--- config.mk ---
export PLATFORM = sky130hd
export DESIGN_NAME = spi_sck_cs_gen
export DESIGN_NICKNAME = d
export VERILOG_FILES = /design/src/rtl/spi_sck_cs_gen.sv
export SDC_FILE = /design/constraint.sdc
export NUM_CORES = 1
export LEC_CHECK = 0
export ABC_AREA = 1
export ABC_CLOCK_PERIOD_IN_PS = 2900
export BUFFER_PORTS_ARGS = -buffer_cell sky130_fd_sc_hd__buf_2
export CAP_MARGIN = 20
export CORE_ASPECT_RATIO = 1.1
export CORE_MARGIN = 2
export CORE_UTILIZATION = 45
export DETAILED_ROUTE_END_ITERATION = 7
export PLACE_DENSITY = 0.61
export SKIP_LAST_GASP = 1
export SLEW_MARGIN = 20
export SYNTH_ARGS = -nofsm -noshare
export SYNTH_HDL_FRONTEND = slang
export SYNTH_SLANG_ARGS = --single-unit
--- constraint.sdc ---
create_clock -name clk -period 2.9 [get_ports clk]
set_clock_uncertainty 0.1 [all_clocks]
set_input_delay 0.435 -clock clk [delete_from_list [all_inputs] [get_ports clk]]
set_output_delay 0.435 -clock clk [all_outputs]
set_load 0.02 [all_outputs]
--- src/rtl/spi_sck_cs_gen.sv ---
module spi_sck_cs_gen #(
  parameter int DIVW = 4,
  parameter int CSN  = 4,
  parameter int DLYW = 8
) (
  input  logic            clk,
  input  logic            rst_n,
  input  logic            en,
  input  logic [DIVW-1:0] cfg_div,
  input  logic            cfg_cpol,
  input  logic            cfg_cpha,
  input  logic [CSN-1:0]  cfg_sel,
  input  logic            cfg_dec,
  input  logic [DLYW-1:0] dly_lead,
  input  logic [DLYW-1:0] dly_trail,
  input  logic [DLYW-1:0] dly_gap,
  input  logic [DLYW-1:0] dly_swap,
  input  logic            start,
  input  logic            stop,
  output logic            sck,
  output logic [CSN-1:0]  cs_n,
  output logic            idle
);
  localparam int CW = DLYW + DIVW + 2;
  localparam logic [2:0] S_IDLE = 3'd0, S_SWAP = 3'd1, S_LEAD = 3'd2,
                         S_RUN  = 3'd3, S_TRAIL = 3'd4, S_GAP = 3'd5;

  logic [DIVW-1:0] div_l;
  logic            cpol_l, cpha_l, dec_l;
  logic [CSN-1:0]  sel_l, last_pat;
  logic [DLYW-1:0] lead_l, trail_l, gap_l, swap_l;
  logic [2:0]      st;
  logic [CW-1:0]   cnt;
  logic [DIVW-1:0] hcnt;
  logic            sck_q, stop_p, last_v;

  logic [DIVW:0]   half;
  logic [CSN-1:0]  dec_pat, pat;
  logic [CW-1:0]   lead_ld, trail_ld, gap_ld;
  logic            stop_any, active;

  for (genvar i = 0; i < CSN; i++) begin : g_dec
    localparam logic [CSN-1:0] IDX = CSN'(i);
    assign dec_pat[i] = (sel_l != IDX);
  end

  assign half     = {1'b0, div_l} + (DIVW+1)'(1);
  assign pat      = dec_l ? dec_pat : sel_l;
  assign lead_ld  = CW'(lead_l) + (cpha_l ? CW'(0) : CW'(half));
  assign trail_ld = CW'(trail_l) + CW'(half) + CW'(2);
  assign gap_ld   = CW'(gap_l) + CW'({half, 1'b0});
  assign stop_any = stop_p | stop;
  assign active   = (st == S_LEAD) || (st == S_RUN) || (st == S_TRAIL);

  assign cs_n = (en && active) ? pat : '1;
  assign sck  = (en && st == S_RUN) ? sck_q : cpol_l;
  assign idle = !en || (st == S_IDLE);

  always_ff @(posedge clk or negedge rst_n) begin
    if (!rst_n) begin
      div_l <= '0; cpol_l <= 1'b0; cpha_l <= 1'b0; dec_l <= 1'b0; sel_l <= '1;
      lead_l <= '0; trail_l <= '0; gap_l <= '0; swap_l <= '0;
      st <= S_IDLE; cnt <= '0; hcnt <= '0; sck_q <= 1'b0; stop_p <= 1'b0;
      last_pat <= '1; last_v <= 1'b0;
    end else if (!en) begin
      div_l <= cfg_div; cpol_l <= cfg_cpol; cpha_l <= cfg_cpha; dec_l <= cfg_dec;
      sel_l <= cfg_sel; lead_l <= dly_lead; trail_l <= dly_trail;
      gap_l <= dly_gap; swap_l <= dly_swap;
      st <= S_IDLE; cnt <= '0; hcnt <= '0; sck_q <= cfg_cpol; stop_p <= 1'b0;
    end else begin
      case (st)
        S_IDLE: if (start) begin
          stop_p <= stop;
          if (last_v && last_pat != pat) begin
            st <= S_SWAP; cnt <= CW'(swap_l);
          end else begin
            st <= S_LEAD; cnt <= lead_ld; last_pat <= pat; last_v <= 1'b1;
          end
        end
        S_SWAP: begin
          stop_p <= stop_any;
          if (cnt == '0) begin
            st <= S_LEAD; cnt <= lead_ld; last_pat <= pat; last_v <= 1'b1;
          end else cnt <= cnt - CW'(1);
        end
        S_LEAD: begin
          stop_p <= stop_any;
          if (cnt == '0) begin
            st <= S_RUN; sck_q <= ~cpol_l; hcnt <= div_l;
          end else cnt <= cnt - CW'(1);
        end
        S_RUN: begin
          stop_p <= stop_any;
          if (hcnt != '0) hcnt <= hcnt - DIVW'(1);
          else if (sck_q != cpol_l) begin
            sck_q <= cpol_l; hcnt <= div_l;
          end else if (stop_any) begin
            st <= S_TRAIL; cnt <= trail_ld; stop_p <= 1'b0;
          end else begin
            sck_q <= ~cpol_l; hcnt <= div_l;
          end
        end
        S_TRAIL: begin
          if (cnt == '0) begin
            st <= S_GAP; cnt <= gap_ld;
          end else cnt <= cnt - CW'(1);
        end
        S_GAP: begin
          if (cnt == '0) st <= S_IDLE;
          else cnt <= cnt - CW'(1);
        end
        default: st <= S_IDLE;
      endcase
    end
  end
endmodule

==> insert_results.sql <==
INSERT INTO impl_metrics (metric_group, metric, value, unit) VALUES
('floorplan', 'io-pin-count', '54', ''),
('route', 'wire_per_inst', '14.7', 'um'),
('timing', 'setup_tns', '0', 'ns'),
('status', 'status', 'completed', ''),
('run', 'max_cap_viol_count', '0', ''),
('synthesis', 'post_synth_edffs', '0', ''),
('timing', 'worst_hold_slack_after_final_layout', '0.0194', 'ns'),
('finish', 'antenna_cells', '0', ''),
('setup_path', 'crit_path_max_fanout', '4', ''),
('synthesis', 'netlist_instances', '759', ''),
('finish', 'fillerInstances', '1175', ''),
('route', 'via_per_inst', '5.10', ''),
('synthesis', 'synth-seq-area-share', '33.7', '%'),
('synthesis', 'synth.top_cell.area_share', '29.8', '%'),
('timing', 'finalSetupViolCount', '0', ''),
('power', 'post-layout-total-power', '4890', 'uW'),
('setup_path', 'timing.reg2reg.worst_path_depth', '14', ''),
('route', 'postRouteWirelength', '14100', 'um'),
('timing', 'maxClockFrequency', '0.382', 'GHz'),
('worst_hold_path', 'hold_class', 'in2async', ''),
('global_routing', 'grt_antenna_before_repair', '0', ''),
('cts', 'cts_setup_buffers', '0', ''),
('route', 'drtIter0Drc', '290', ''),
('placement', 'dpl.hpwl', '10900', 'um'),
('setup_path', 'crit_path_cell_trace', 'ha_1 > inv_1 > ha_1 > inv_1 > ha_1 > inv_1 > fa_1 > inv_1 > or2_2 > nand3_1 > o211a_1 > nand2_1 > nand3_1 > nand2_1', ''),
('finish', 'area_delta_synth_final', '13.1', '%'),
('route', 'num_vias', '4925', ''),
('setup_path', 'cp-start-kind', 'flop', ''),
('setup_path', 'crit_type', 'reg2reg', ''),
('power', 'power.static_leakage', '0.00319', 'uW'),
('synthesis', 'mappedNetlistNets', '834', ''),
('finish', 'final_net_count', '885', ''),
('cts', 'postCtsResizedCells', '0', ''),
('power', 'switchingPower', '2190', 'uW'),
('synthesis', 'asyncSetResetFlopFracSynth', '100', '%'),
('placement', 'dp_worst_setup_slack', '0.297', 'ns'),
('power', 'switching_share', '44.8', '%'),
('cts', 'cts_sinks', '71', ''),
('setup_path', 'endpoint_kind', 'flop', ''),
('timing', 'tightest_slew', '0.658', 'ns'),
('power', 'internal_power', '2700', 'uW'),
('synthesis', 'synth-main-ff-cell', 'sky130_fd_sc_hd__dfrtp_1', ''),
('setup_path', 'worst_path_largest_cell_delay', '0.40', 'ns'),
('placement', 'io_buffers', '53', ''),
('setup_path', 'worst-path-buf-inv', '4', ''),
('timing', 'report.final.slew_viol_count', '0', ''),
('cts', 'clk_pin_slew_worst_paths', '0.06', 'ns'),
('synthesis', 'yosys_warnings', '0', ''),
('synthesis', 'ys_ff_latch', '71', ''),
('cts', 'cts_hold_buffers', '0', ''),
('finish', 'multi_input_comb_area', '0.00304', 'sq mm'),
('cts', 'clock_insertion_delay_worst_skew', '0.34', 'ns'),
('power', 'seqPwrFrac', '28.4', '%'),
('setup_path', 'worst-path-stages', '14', ''),
('floorplan', 'fp_rows', '41', ''),
('finish', 'area.sequential', '0.00179', 'sq mm'),
('cts', 'tritoncts', 'yes', ''),
('cts', 'clock_path_buffers', '2', ''),
('floorplan', 'core_area', '0.0115', 'sq mm'),
('setup_path', 'worst_ep_arrival_time', '2.75', 'ns'),
('setup_path', 'worst_ep_required_time', '3.03', 'ns'),
('route', 'antenna_violating_nets_left', '0', ''),
('power', 'comb_power_share', '48.7', '%'),
('global_routing', 'gr-usage-all-layers', '23.6', '%'),
('floorplan', 'initial_utilization', '46.1', '%'),
('synthesis', 'synth_top_cells_by_area', 'sky130_fd_sc_hd__dfrtp_1 30%, sky130_fd_sc_hd__nand2_1 18%, sky130_fd_sc_hd__nand3_1 7.0%', ''),
('finish', 'finish.utilization', '52.2', '%'),
('synthesis', 'post-synth-top-area-cell', 'sky130_fd_sc_hd__dfrtp_1', ''),
('placement', 'place.gp.congestion', '0.949', ''),
('route', 'drc_errors', '0', ''),
('setup_path', 'crit_slowest_cell', 'sky130_fd_sc_hd__dfrtp_1', '');
[power groups by stage]
| stage | Sequential (uW) | Clock [uW] | Combinational (uW) |
|---|---|---|---|
| floorplan | 1320 | 0 | 1880 |
| global route | 1420 | 1180 | 2680 |
| detailed placement | 1400 | 0 | 2350 |
| CTS | 1390 | 1140 | 2370 |
| global placement | 1390 | 0 | 2340 |
| finish | 1390 | 1120 | 2380 |
[registers in the layout, indices dropped and copies added (netlist names)]
name	count
swap_l	8
cpha_l	1
stop_p	1
sel_l	4
cpol_l	1
st	3
gap_l	8
div_l	4
trail_l	8
last_pat	4
last_v	1
sck_q	1
lead_l	8
cnt	14
dec_l	1
hcnt	4
[layout by cell type (no fill, tap or decap), types with 2 or more instances in the layout]
cell                          n
sky130_fd_sc_hd__a21oi_1     18
sky130_fd_sc_hd__a22oi_1      2
sky130_fd_sc_hd__a31oi_1      3
sky130_fd_sc_hd__buf_2       53
sky130_fd_sc_hd__buf_4        3
sky130_fd_sc_hd__clkbuf_1     3
sky130_fd_sc_hd__clkbuf_16    9
sky130_fd_sc_hd__clkinv_1     2
sky130_fd_sc_hd__dfrtp_1     63
sky130_fd_sc_hd__dfstp_2      8
sky130_fd_sc_hd__fa_1         3
sky130_fd_sc_hd__ha_1        24
sky130_fd_sc_hd__inv_1       80
sky130_fd_sc_hd__inv_2       15
sky130_fd_sc_hd__nand2_1    260
sky130_fd_sc_hd__nand2_2     12
sky130_fd_sc_hd__nand2_4      6
sky130_fd_sc_hd__nand3_1     74
sky130_fd_sc_hd__nand3_2      6
sky130_fd_sc_hd__nand3_4      2
sky130_fd_sc_hd__nand3b_1     2
sky130_fd_sc_hd__nand4_1      8
sky130_fd_sc_hd__nor2_1      45
sky130_fd_sc_hd__nor2_2       6
sky130_fd_sc_hd__nor2_4       6
sky130_fd_sc_hd__nor3_1       6
sky130_fd_sc_hd__o2111ai_1    2
sky130_fd_sc_hd__o211ai_1     8
sky130_fd_sc_hd__o21ai_0     36
sky130_fd_sc_hd__o21ai_1     11
sky130_fd_sc_hd__or2_2        5
sky130_fd_sc_hd__xnor2_1      5
sky130_fd_sc_hd__xor2_1       7
[cell families after synthesis]
family                   synth area share (%)
AO/OA/AOI/OAI                            9.90
XOR/XNOR                                 1.98
adder cells (fa/ha/maj)                  6.80
buffers and inverters                    8.95
flip-flops                               33.7
multiplexers                            0.283
AND/OR/NAND/NOR                          38.4
[stage by stage]
step	instances	area (sq um)
floorplan	759	5300
finish	965	5990
CTS	965	5990
global placement	949	5700
detailed placement	949	5700
global route	965	5990
[per-layer routing]
layer	up-vias	track usage, %	wire, um
li1	2535	-	-
met1	2274	32.6	6820
met2	98	38.4	6620
met3	18	2.77	452
met4	0	8.01	251
met5	-	0	0
[layout make-up]
type	count	area share [%]
multi-input combinational	572	50.7
sequential	71	29.8
inverter	99	6.37
timing repair buffer	57	5.14
clock buffer	13	4.18
tap	150	3.13
clock inverter	3	0.710
[final timing paths]
path / slack (ns) / endpoint / startpoint
max in group asynchronous: 1.93 / sel_l[0]$_DFFE_PN1N_ / rst_n
min in group clk: 0.19 / swap_l[7]$_DFFE_PN0N_ / dly_swap[7]
worst min register to register: 0.38 / swap_l[1]$_DFFE_PN0N_ / swap_l[1]$_DFFE_PN0N_
worst max register to register: 0.28 / cnt[3]$_DFFE_PN0P_ / div_l[0]$_DFFE_PN0N_
worst max-delay path: 0.28 / cnt[3]$_DFFE_PN0P_ / div_l[0]$_DFFE_PN0N_
worst min-delay path: 0.02 / stop_p$_DFFE_PN0P_ / rst_n
Power figures use the tool's default switching activity.
